===== config.mk =====
export PLATFORM = sky130hd
export DESIGN_NAME = dma_chan_regfile
export DESIGN_NICKNAME = d
export VERILOG_FILES = /design/src/rtl/dmarf_pkg.sv /design/src/rtl/dmarf_decode.sv /design/src/rtl/dmarf_channel.sv /design/src/rtl/dmarf_rdmux.sv /design/src/rtl/dma_chan_regfile.sv
export SDC_FILE = /design/constraint.sdc
export NUM_CORES = 2
export LEC_CHECK = 0
export CAP_MARGIN = 25
export CORE_MARGIN = 2
export CORE_UTILIZATION = 35
export DETAILED_ROUTE_END_ITERATION = 16
export PLACE_DENSITY_LB_ADDON = 0.2
export SLEW_MARGIN = 30
export SYNTH_ARGS = -nofsm -noshare
export SYNTH_HDL_FRONTEND = slang
export SYNTH_HIERARCHICAL = 1
export SYNTH_SLANG_ARGS = --single-unit

===== constraint.sdc =====
create_clock -name clk -period 5.4 [get_ports clk]
set_input_delay 1.08 -clock clk [delete_from_list [all_inputs] [get_ports clk]]
set_output_delay 1.08 -clock clk [all_outputs]
set_load 0.02 [all_outputs]

===== src/rtl/dmarf_pkg.sv =====
package dmarf_pkg;

    localparam int unsigned WORD_W   = 32;
    localparam int unsigned STAT_W   = 16;

    // status bit positions
    localparam int unsigned RUN_B    = 15;
    localparam int unsigned PAUSE_B  = 14;
    localparam int unsigned FLUSH_B  = 13;
    localparam int unsigned WAKE_B   = 12;
    localparam int unsigned DEAD_B   = 11;
    localparam int unsigned ACTIVE_B = 10;

    // bits that a control value may change
    localparam logic [STAT_W-1:0] CTRL_WRITABLE = 16'hF0FF;

    // register offsets inside a channel window
    localparam int unsigned OFS_CTRL    = 0;
    localparam int unsigned OFS_STAT    = 1;
    localparam int unsigned OFS_CPTR    = 2;
    localparam int unsigned OFS_IRQSEL  = 3;
    localparam int unsigned OFS_BRSEL   = 4;
    localparam int unsigned OFS_WAITSEL = 5;

    typedef struct packed {
        logic ctrl;
        logic cptr;
        logic irqsel;
        logic brsel;
        logic waitsel;
    } wsel_t;

endpackage


===== src/rtl/dmarf_decode.sv =====
module dmarf_decode
    import dmarf_pkg::*;
#(
    parameter int unsigned NUM_CH  = 4,
    parameter int unsigned IDX_W   = 6,
    parameter int unsigned CH_W    = 2,
    parameter int unsigned WADDR_W = IDX_W + CH_W
) (
    input  logic               clk,
    input  logic               rst_n,
    input  logic               wr_en,
    input  logic [WADDR_W-1:0] addr,
    output logic [CH_W-1:0]    ch_idx,
    output logic [IDX_W-1:0]   reg_idx,
    output logic [NUM_CH-1:0]  ch_wr,
    output wsel_t              wsel
);

    assign ch_idx  = addr[WADDR_W-1:IDX_W];
    assign reg_idx = addr[IDX_W-1:0];

    for (genvar c = 0; c < NUM_CH; c++) begin : g_chwr
        assign ch_wr[c] = wr_en && (ch_idx == CH_W'(c));
    end

    always_comb begin
        wsel.ctrl    = (reg_idx == IDX_W'(OFS_CTRL));
        wsel.cptr    = (reg_idx == IDX_W'(OFS_CPTR));
        wsel.irqsel  = (reg_idx == IDX_W'(OFS_IRQSEL));
        wsel.brsel   = (reg_idx == IDX_W'(OFS_BRSEL));
        wsel.waitsel = (reg_idx == IDX_W'(OFS_WAITSEL));
    end


    one_channel_chk: assert property (@(posedge clk) disable iff (!rst_n)
        $onehot0(ch_wr) && (wr_en || ch_wr == '0));

endmodule


===== src/rtl/dmarf_channel.sv =====
module dmarf_channel
    import dmarf_pkg::*;
(
    input  logic              clk,
    input  logic              rst_n,
    input  logic              wr_hit,
    input  wsel_t             wsel,
    input  logic [WORD_W-1:0] wdata,
    output logic [WORD_W-1:0] ctrl_q,
    output logic [WORD_W-1:0] status_w,
    output logic [WORD_W-1:0] cptr_q,
    output logic [WORD_W-1:0] irqsel_q,
    output logic [WORD_W-1:0] brsel_q,
    output logic [WORD_W-1:0] waitsel_q,
    output logic              start_p,
    output logic              flush_p,
    output logic              load_p
);

    logic [STAT_W-1:0] stat_q;
    logic [STAT_W-1:0] stat_nxt;
    logic              busy;
    logic              ctrl_we;
    logic              cptr_take;

    assign busy      = stat_q[RUN_B] || stat_q[ACTIVE_B];
    assign ctrl_we   = wr_hit && wsel.ctrl;
    assign cptr_take = wr_hit && wsel.cptr && !busy;
    assign status_w  = {{(WORD_W-STAT_W){1'b0}}, stat_q};

    // masked merge of the control value, then run/pause side effects
    always_comb begin
        logic [STAT_W-1:0] m;
        logic [STAT_W-1:0] v;
        m = wdata[WORD_W-1:STAT_W];
        v = wdata[STAT_W-1:0] & CTRL_WRITABLE;
        stat_nxt = (v & m) | (stat_q & ~m);
        if (!stat_q[RUN_B] && stat_nxt[RUN_B]) begin
            stat_nxt[ACTIVE_B] = 1'b1;
            stat_nxt[DEAD_B]   = 1'b0;
        end
        if (stat_nxt[PAUSE_B]) begin
            stat_nxt[ACTIVE_B] = 1'b0;
        end
        if (stat_q[RUN_B] && !stat_nxt[RUN_B]) begin
            stat_nxt[ACTIVE_B] = 1'b0;
            stat_nxt[DEAD_B]   = 1'b0;
        end
    end

    always_ff @(posedge clk) begin
        if (!rst_n) begin
            ctrl_q    <= '0;
            stat_q    <= '0;
            cptr_q    <= '0;
            irqsel_q  <= '0;
            brsel_q   <= '0;
            waitsel_q <= '0;
            start_p   <= 1'b0;
            flush_p   <= 1'b0;
            load_p    <= 1'b0;
        end else begin
            start_p <= 1'b0;
            flush_p <= 1'b0;
            load_p  <= 1'b0;
            if (ctrl_we) begin
                ctrl_q  <= wdata;
                stat_q  <= stat_nxt;
                start_p <= stat_nxt[ACTIVE_B];
                flush_p <= stat_nxt[FLUSH_B];
            end
            if (cptr_take) begin
                cptr_q <= {wdata[WORD_W-1:4], 4'h0};
                load_p <= 1'b1;
            end
            if (wr_hit && wsel.irqsel)  irqsel_q  <= wdata;
            if (wr_hit && wsel.brsel)   brsel_q   <= wdata;
            if (wr_hit && wsel.waitsel) waitsel_q <= wdata;
        end
    end


    pause_blocks_active_chk: assert property (@(posedge clk) disable iff (!rst_n)
        stat_q[PAUSE_B] |-> !stat_q[ACTIVE_B]);


    run_fall_clears_chk: assert property (@(posedge clk) disable iff (!rst_n)
        (!stat_q[RUN_B] && $past(stat_q[RUN_B])) |-> (!stat_q[ACTIVE_B] && !stat_q[DEAD_B]));


    cptr_guard_chk: assert property (@(posedge clk) disable iff (!rst_n)
        (wr_hit && wsel.cptr && busy) |=> ($stable(cptr_q) && !load_p));


    cptr_align_chk: assert property (@(posedge clk) disable iff (!rst_n)
        load_p |-> (cptr_q[3:0] == 4'h0));


    cptr_load_chk: assert property (@(posedge clk) disable iff (!rst_n)
        cptr_take |=> load_p);


    start_active_chk: assert property (@(posedge clk) disable iff (!rst_n)
        start_p |-> stat_q[ACTIVE_B]);


    flush_bit_chk: assert property (@(posedge clk) disable iff (!rst_n)
        flush_p |-> stat_q[FLUSH_B]);

endmodule


===== src/rtl/dmarf_rdmux.sv =====
module dmarf_rdmux
    import dmarf_pkg::*;
#(
    parameter int unsigned NUM_CH = 4,
    parameter int unsigned IDX_W  = 6,
    parameter int unsigned CH_W   = 2
) (
    input  logic [CH_W-1:0]                 ch_idx,
    input  logic [IDX_W-1:0]                reg_idx,
    input  logic [NUM_CH-1:0][WORD_W-1:0]   ctrl_v,
    input  logic [NUM_CH-1:0][WORD_W-1:0]   stat_v,
    input  logic [NUM_CH-1:0][WORD_W-1:0]   cptr_v,
    input  logic [NUM_CH-1:0][WORD_W-1:0]   irq_v,
    input  logic [NUM_CH-1:0][WORD_W-1:0]   br_v,
    input  logic [NUM_CH-1:0][WORD_W-1:0]   wt_v,
    output logic [WORD_W-1:0]               rdata
);

    always_comb begin
        rdata = '0;
        if (32'(ch_idx) < NUM_CH) begin
            unique case (32'(reg_idx))
                OFS_CTRL:    rdata = ctrl_v[ch_idx];
                OFS_STAT:    rdata = stat_v[ch_idx];
                OFS_CPTR:    rdata = cptr_v[ch_idx];
                OFS_IRQSEL:  rdata = irq_v[ch_idx];
                OFS_BRSEL:   rdata = br_v[ch_idx];
                OFS_WAITSEL: rdata = wt_v[ch_idx];
                default:     rdata = '0;
            endcase
        end
    end

endmodule


===== src/rtl/dma_chan_regfile.sv =====
module dma_chan_regfile
    import dmarf_pkg::*;
#(
    parameter int unsigned NUM_CH   = 4,
    parameter int unsigned CH_SHIFT = 8,
    localparam int unsigned IDX_W   = CH_SHIFT - 2,
    localparam int unsigned CH_W    = (NUM_CH > 1) ? $clog2(NUM_CH) : 1,
    localparam int unsigned WADDR_W = IDX_W + CH_W
) (
    input  logic                     clk,
    input  logic                     rst_n,
    input  logic                     wr_en,
    input  logic                     rd_en,
    input  logic [WADDR_W-1:0]       addr,
    input  logic [31:0]              wr_data,
    output logic [31:0]              rd_data,
    output logic                     rd_valid,
    output logic [NUM_CH*32-1:0]     status_o,
    output logic [NUM_CH*32-1:0]     cmd_ptr_o,
    output logic [NUM_CH*32-1:0]     irq_sel_o,
    output logic [NUM_CH*32-1:0]     br_sel_o,
    output logic [NUM_CH*32-1:0]     wait_sel_o,
    output logic [NUM_CH-1:0]        start_o,
    output logic [NUM_CH-1:0]        flush_o,
    output logic [NUM_CH-1:0]        load_o
);

    logic [CH_W-1:0]                 ch_idx;
    logic [IDX_W-1:0]                reg_idx;
    logic [NUM_CH-1:0]               ch_wr;
    wsel_t                           wsel;
    logic [NUM_CH-1:0][WORD_W-1:0]   ctrl_v, stat_v, cptr_v, irq_v, br_v, wt_v;
    logic [WORD_W-1:0]               rdata_c;

    dmarf_decode #(
        .NUM_CH (NUM_CH),
        .IDX_W  (IDX_W),
        .CH_W   (CH_W)
    ) u_decode (
        .clk     (clk),
        .rst_n   (rst_n),
        .wr_en   (wr_en),
        .addr    (addr),
        .ch_idx  (ch_idx),
        .reg_idx (reg_idx),
        .ch_wr   (ch_wr),
        .wsel    (wsel)
    );

    for (genvar c = 0; c < NUM_CH; c++) begin : g_ch
        dmarf_channel u_chan (
            .clk       (clk),
            .rst_n     (rst_n),
            .wr_hit    (ch_wr[c]),
            .wsel      (wsel),
            .wdata     (wr_data),
            .ctrl_q    (ctrl_v[c]),
            .status_w  (stat_v[c]),
            .cptr_q    (cptr_v[c]),
            .irqsel_q  (irq_v[c]),
            .brsel_q   (br_v[c]),
            .waitsel_q (wt_v[c]),
            .start_p   (start_o[c]),
            .flush_p   (flush_o[c]),
            .load_p    (load_o[c])
        );
        assign status_o  [c*32 +: 32] = stat_v[c];
        assign cmd_ptr_o [c*32 +: 32] = cptr_v[c];
        assign irq_sel_o [c*32 +: 32] = irq_v[c];
        assign br_sel_o  [c*32 +: 32] = br_v[c];
        assign wait_sel_o[c*32 +: 32] = wt_v[c];
    end

    dmarf_rdmux #(
        .NUM_CH (NUM_CH),
        .IDX_W  (IDX_W),
        .CH_W   (CH_W)
    ) u_rdmux (
        .ch_idx  (ch_idx),
        .reg_idx (reg_idx),
        .ctrl_v  (ctrl_v),
        .stat_v  (stat_v),
        .cptr_v  (cptr_v),
        .irq_v   (irq_v),
        .br_v    (br_v),
        .wt_v    (wt_v),
        .rdata   (rdata_c)
    );

    always_ff @(posedge clk) begin
        if (!rst_n) begin
            rd_data  <= '0;
            rd_valid <= 1'b0;
        end else begin
            rd_valid <= rd_en;
            if (rd_en) rd_data <= rdata_c;
        end
    end


    pulse_channel_chk: assert property (@(posedge clk) disable iff (!rst_n)
        (load_o != '0) |-> $onehot0(load_o));


    reset_quiet_chk: assert property (@(posedge clk)
        $past(!rst_n) |-> (start_o == '0 && flush_o == '0 && load_o == '0));

endmodule


# ---- Word level (Yosys, flattened, before mapping)
# Index checks and enable logic that the tools add are counted.
dict set report totals {
  reg_bits 733
  in_bits 44
  out_inout_bits 685
  wordCells 144
}
dict set report op_classes {
  n_lt_le_gt_ge 1
  n_eq_ne 8
  mux 29
  bitwise 10
  reduce_logical 58
}
# operator count
set op_table {}
lappend op_table {{binary-select mux 32 bit (select 2 bit)} 6}
lappend op_table {{two-way mux 32 bit} 6}
lappend op_table {{one-hot mux 32 bit (6 select lines)} 1}
lappend op_table {{AND 16 bit} 5}
lappend op_table {{bitwise OR 16 bit} 4}
lappend op_table {{logical AND 1 bit} 36}
lappend op_table {{two-way mux 2 bit} 8}
lappend op_table {{inverter 16 bit} 1}
lappend op_table {{equality test 6 x 2 -> 1 bit, second input constant} 2}
lappend op_table {{equality test 6 x 3 -> 1 bit, second input constant} 2}
lappend op_table {{zero test 1 bit} 12}
lappend op_table {{two-way mux 1 bit} 8}
lappend op_table {{AND reduction 2 bit} 4}
lappend op_table {{equality test 6 x 1 -> 1 bit, second input constant} 1}
lappend op_table {{zero test 6 bit} 1}
lappend op_table {{equality test 2 bit, second input constant} 2}
lappend op_table {{logical OR 1 bit} 4}
lappend op_table {{< comparator 2 x 3 -> 1 bit, second input constant} 1}
lappend op_table {{equality test 2 x 1 -> 1 bit, second input constant} 1}
lappend op_table {{zero test 2 bit} 1}

# ---- Depth between registers and ports, before layout
dict set report depth {
  ltp_word 7
  mapped_depth 9
  depth_no_buf 6
}

# ---- Cells and area by module
# Netlist, hierarchy kept.
# mod n_inst cells_per_inst area_each_um2 seq_area_each_um2
set by_module_without_submodules {}
lappend by_module_without_submodules {dmarf_channel 4 782 6641.4 3503.4}
lappend by_module_without_submodules {dmarf_rdmux 1 393 5616.6 0.0}
lappend by_module_without_submodules {dma_chan_regfile 1 105 1270.0 660.6}
lappend by_module_without_submodules {dmarf_decode 1 21 157.7 0.0}

# ---- Worst setup path before layout
# Ideal clock, no wire load.
dict set report synth_timing {
  path_kind {input -> register}
  startpoint {in addr[2]}
  endpoint {reg g_ch[0].u_chan.stat_q[10]}
  setup_time_ps 121
  arrival_ps 4125
  required_time_ps 5279
  slack_ps 1154
  path_stages 6
  path_buffers 1
  cell_sequence {or4_4 > nor3_1 > nand2_1 > clkbuf_1 > nand3_1 > o21ai_0}
}
# element line_no
set synth_rtl {}
lappend synth_rtl {{from (decl)} dma_chan_regfile.sv:14} ;# input logic [WADDR_W-1:0] addr,
lappend synth_rtl {{to (signal assigned)} dmarf_channel.sv:68} ;# stat_q <= stat_nxt;
lappend synth_rtl {{to (decl)} dmarf_channel.sv:20} ;# logic [STAT_W-1:0] stat_q;

# ---- Worst setup path after layout
dict set report layout_timing {
  startpoint {in addr[3]}
  endpoint {reg rd_data[31]}
}
dict set report layout_between {
  elab_chain_cells 2
  word_cells_on_any_way 7
  classes_between {5 x eq/ne; 1 x mux; 1 x reduce/logical}
}
# element line_no
set layout_rtl {}
lappend layout_rtl {{equality test 6 x 3 -> 1 bit, or another cell as far along} dmarf_rdmux.sv:22} ;# unique case (32'(reg_idx))
lappend layout_rtl {{one-hot mux 32 bit (6 select lines) *} dmarf_rdmux.sv:22}
lappend layout_rtl {{net rdata_c[31]} dma_chan_regfile.sv:33} ;# logic [WORD_W-1:0] rdata_c;
lappend layout_rtl {{to (signal assigned)} dma_chan_regfile.sv:96} ;# if (rd_en) rd_data <= rdata_c;
lappend layout_rtl {{to (decl)} dma_chan_regfile.sv:16} ;# output logic [31:0] rd_data,
# Mark *: on every way through the listed nets, which the timed path passes. The rest lies on a longest branch.
# A chain may end at the register's enable or synchronous reset.

==> results.txt <==
The number of distinct library cell variants in the gate-level netlist after synthesis is 36, and the first-pass GRT wire length is 214 mm. The most frequently used cell type in the post-synthesis netlist is sky130_fd_sc_hd__nand2_1. The H-tree was split into 3 levels. STA classifies the critical path endpoint as a flip-flop.

For the final-report max-slew violation count, the log shows 0. The clock arrives with 0.0214 ns of skew. The endpoint of the worst-slack reg-to-reg timing path is rd_data[9]. In the final design database the tool counted 4221 nets. Sequential cells account for 43.7% of the total power. From synthesis to final layout, the design area changed by 30.6%. The run gives 50.6% as the share of total power in the clock network. The final period demand of the worst path was 3.48 ns. By area the synthesized netlist is led by sky130_fd_sc_hd__dfxtp_1, sky130_fd_sc_hd__a21boi_0, sky130_fd_sc_hd__nand2_1.

Ranked by instance count, the synthesized netlist is headed by sky130_fd_sc_hd__nand2_1, sky130_fd_sc_hd__dfxtp_1, sky130_fd_sc_hd__a21boi_0. Dividing the final minimum period by the clock period gives 64.4%. Standby leakage power: 14.4 nW. Across the run, the number of max-cap violations was 0.

Net switching is 23.7% of the power. The worst-case register-to-register setup slack was 3.37 ns; the clock insertion delay at the later pin of the skew report was 0.65 ns. The number of enable flip-flop cells after synthesis works out to 0. The tools report the number of nets with antenna violations after routing as 0. The path class of the tightest hold or removal check is flip-flop to flip-flop. The total negative slack is 0 ns. In this run the critical register-to-register path is launched from g_ch[2].u_chan/brsel_q[9]. Once layout is complete, the utilization of the core stands at 46.1%. The overall routed net length was 152 mm; the total global-route track usage was 29.7%. In the final layout, the share of cells above drive strength 1 is 11.5%. TritonCTS built the clock tree. The count of buffers added by post-CTS timing repair for setup came out at 0. The startpoint kind of the worst setup timing path is an input pin.

Sequential elements use 43.7% of the synthesized area. The flow ran to the end, and the final reports show no timing, DRC or antenna violations. The highest net fanout along the worst path is 18. After synthesis the cells add up to 33600 µm². Clock tree synthesis inserted a total of 86 buffers. The power per unit of standard cell area was 283 nW/µm².

The commonest register cell after synthesis is sky130_fd_sc_hd__dfxtp_1. The congestion estimate from routability-driven global placement came to 0.837. The floorplan has 113 rows.

The die outline area was 98500 µm²; the async set-or-reset flop fraction in the synthesized netlist was 0%. After detailed routing, the number of remaining DRC violations is 0. Overall power consumption after layout is estimated at 12.4 mW.

After clock tree synthesis, the repair step resized 0 gates. Timing would allow up to 0.288 GHz. The analysis attributes to net switching a power of 2.94 mW. The worst IR drop on VDD is 269 µV, and the pin count of the biggest net entering global routing is 161.

Combinational logic burns 5.7% of the power. Headroom to the max-slew limit came out at 33.1%. Number of antenna violations at the first check in global routing: 3. The run gives 729 as the number of top-level design ports. Setup violations remaining at the end of the flow were counted as 0. The number of cells on the worst reg-to-reg path was 5. The post-place instance area is 40800 µm², and the vertical die dimension is 314 µm. The required time of the critical path was 5.96 ns.

The number of endpoints with negative hold slack in the final report was 0; the post-synthesis area per instance was 9.22 µm². The routed layout has 29754 vias. The tools report the root cell of the clock tree as sky130_fd_sc_hd__clkbuf_16. The DRC violation total after the first TritonRoute iteration is 2776, and the global route total overflow is 0. In this design, the stage delay of the slowest critical-path cell is 0.72 ns. Dividing the detail-routed wire length by the instance count gives 27.5 µm.

For the effective utilization at floorplan, the log shows 35.3%. For the pin with the worst max-slew slack, the measured transition is 1.00 ns. In this run the tool buffered the top-level ports with 648 buffer cells.

Walking the worst path, the cells encountered are clkdlybuf4s50_1 -> or4_4 -> nor3b_4 -> buf_4 -> a22oi_1 -> nand3_1 -> mux2i_1 -> nor2b_1. The biggest area contributor in the post-synthesis netlist is sky130_fd_sc_hd__dfxtp_1. The synthesized design contains 733 register bits. The run gives 0 as the quantity of hold-fixing buffers added after cts. The die is 314 µm wide.

The via count of the first global-routing pass was 28477. The worst hold path begins at g_ch[2].u_chan/ctrl_q[19]. Setup repair after global routing left no endpoint under its margin.

For the number of search-and-repair iterations in the first detailed-routing pass, the log shows 5. The number of synthesis warnings was 6; the placeable core region was 95200 µm². The design area is 43900 µm². The critical path is of the input pin to flip-flop type. The number of instances on the worst hold path came out at 2.

The tools report the number of clock sinks as 733. After clock tree synthesis, the clock-pin slew on the worst setup and hold paths is 0.06 ns. The tools report the maximum buffer depth of the clock tree as 3. Data arrival time at the worst-slack endpoint: 4.04 ns. Once detailed placement completed, the half-perimeter wirelength came to 104 mm.

For the total internal power, the log shows 9.47 mW. Among all stages on the critical path, the largest delay is contributed by sky130_fd_sc_hd__nor3b_4. The worst hold path terminates at g_ch[2].u_chan/ctrl_q[19]. The synthesized design devotes to its leading area cell type 43.7% of total area. After detailed routing, the number of vias per cell comes to 5.40. Synthesis produced 3647 cells.
-- cells in the final DEF (no fill, tap or decap), types with 10 or more instances in the layout --
cell / netlist / routed
sky130_fd_sc_hd__nand2_1: 1263 / 1255
sky130_fd_sc_hd__dfxtp_1: 733 / 733
sky130_fd_sc_hd__a21boi_0: 636 / 636
sky130_fd_sc_hd__clkdlybuf4s50_1: 0 / 636
sky130_fd_sc_hd__mux4_2: 192 / 192
sky130_fd_sc_hd__nand3_1: 124 / 124
sky130_fd_sc_hd__a22oi_1: 96 / 96
sky130_fd_sc_hd__clkbuf_16: 0 / 90
sky130_fd_sc_hd__buf_4: 101 / 89
sky130_fd_sc_hd__conb_1: 4 / 80
sky130_fd_sc_hd__mux2i_1: 44 / 44
sky130_fd_sc_hd__nor2b_1: 40 / 40
sky130_fd_sc_hd__a21boi_1: 32 / 32
sky130_fd_sc_hd__clkbuf_8: 0 / 25
sky130_fd_sc_hd__clkbuf_1: 184 / 16
sky130_fd_sc_hd__and2_1: 21 / 14
sky130_fd_sc_hd__clkinv_2: 0 / 12
sky130_fd_sc_hd__nor2_1: 12 / 10
sky130_fd_sc_hd__buf_12: 3 / 10
-- power by group through the flow --
stage	Combinational, mW	Clock [mW]	Sequential (mW)
6_report	0.702	6.28	5.42
5_1_grt	0.729	6.58	5.42
3_3_place_gp	0.681	0	5.54
2_1_floorplan	0.416	0	5.54
3_5_place_dp	0.678	0	5.54
4_1_cts	0.679	6.37	5.42
-- flip-flops by register name (all words and copies together) (netlist names), named ones only --
register / flops
rd_valid: 1
g_ch.u_chan/irqsel_q: 128
g_ch.u_chan/cptr_q: 112
g_ch.u_chan/flush_p: 4
rd_data: 32
g_ch.u_chan/start_p: 4
g_ch.u_chan/waitsel_q: 128
g_ch.u_chan/stat_q: 28
g_ch.u_chan/load_p: 4
g_ch.u_chan/ctrl_q: 128
g_ch.u_chan/brsel_q: 128
-- worst max path at each step --
stage	start	endpoint	slack [ns]	cells past startpoint
floorplan	addr[2]	g_ch[0].u_chan/stat_q[10]	1.15	6
global placement	addr[3]	rd_data[22]	1.29	8
detailed placement	addr[3]	rd_data[22]	1.28	8
CTS	addr[3]	rd_data[22]	1.99	8
global route	addr[2]	g_ch[3].u_chan/cptr_q[30]	1.84	6
finish	addr[3]	rd_data[31]	1.92	8
-- logic make-up after synthesis --
logic type      synth area share [%]
simple gates                    18.7
compound gates                  17.2
flops                           43.7
buf+inv                         6.08
mux                             14.3
other cells                   0.0447
-- per-stage QoR --
step | instances | worst slack [ns] | hold slack, ns
global placement | 5353 | 1.29 | 0.448
floorplan | 3723 | 1.15 | 0.440
global route | 5511 | 1.84 | 0.479
finish | 5512 | 1.92 | 0.460
detailed placement | 5353 | 1.28 | 0.454
CTS | 5510 | 1.99 | 0.462
-- critical path, delay by kind of cell --
family                 cells  cell delay, ns
buffers and inverters      2            0.86
AO/OA/AOI/OAI              1            0.29
AND/OR/NAND/NOR            4            1.68
multiplexers               1            0.08
-- per-layer routing --
metal | up-vias | part of all wire [%] | track usage (%)
li1 | 13409 | - | -
met5 | - | 0 | 0
met3 | 254 | 7.0 | 5.02
met2 | 1333 | 47 | 48.7
met1 | 14758 | 41 | 38.4
met4 | 0 | 4.8 | 13.5
-- area by class of cell --
cell class                      count  area (µm²)
Antenna cell                        1        2.50
Clock buffer                      131        2660
Clock inverter                     26         389
Fill cell                        9095       51200
Inverter                            4        15.0
Multi-Input combinational cell   2604       17200
Sequential cell                   733       14700
Tap cell                         1265        1580
Timing Repair Buffer              748        7340
No activity file was read; power rests on OpenSTA's default activity.
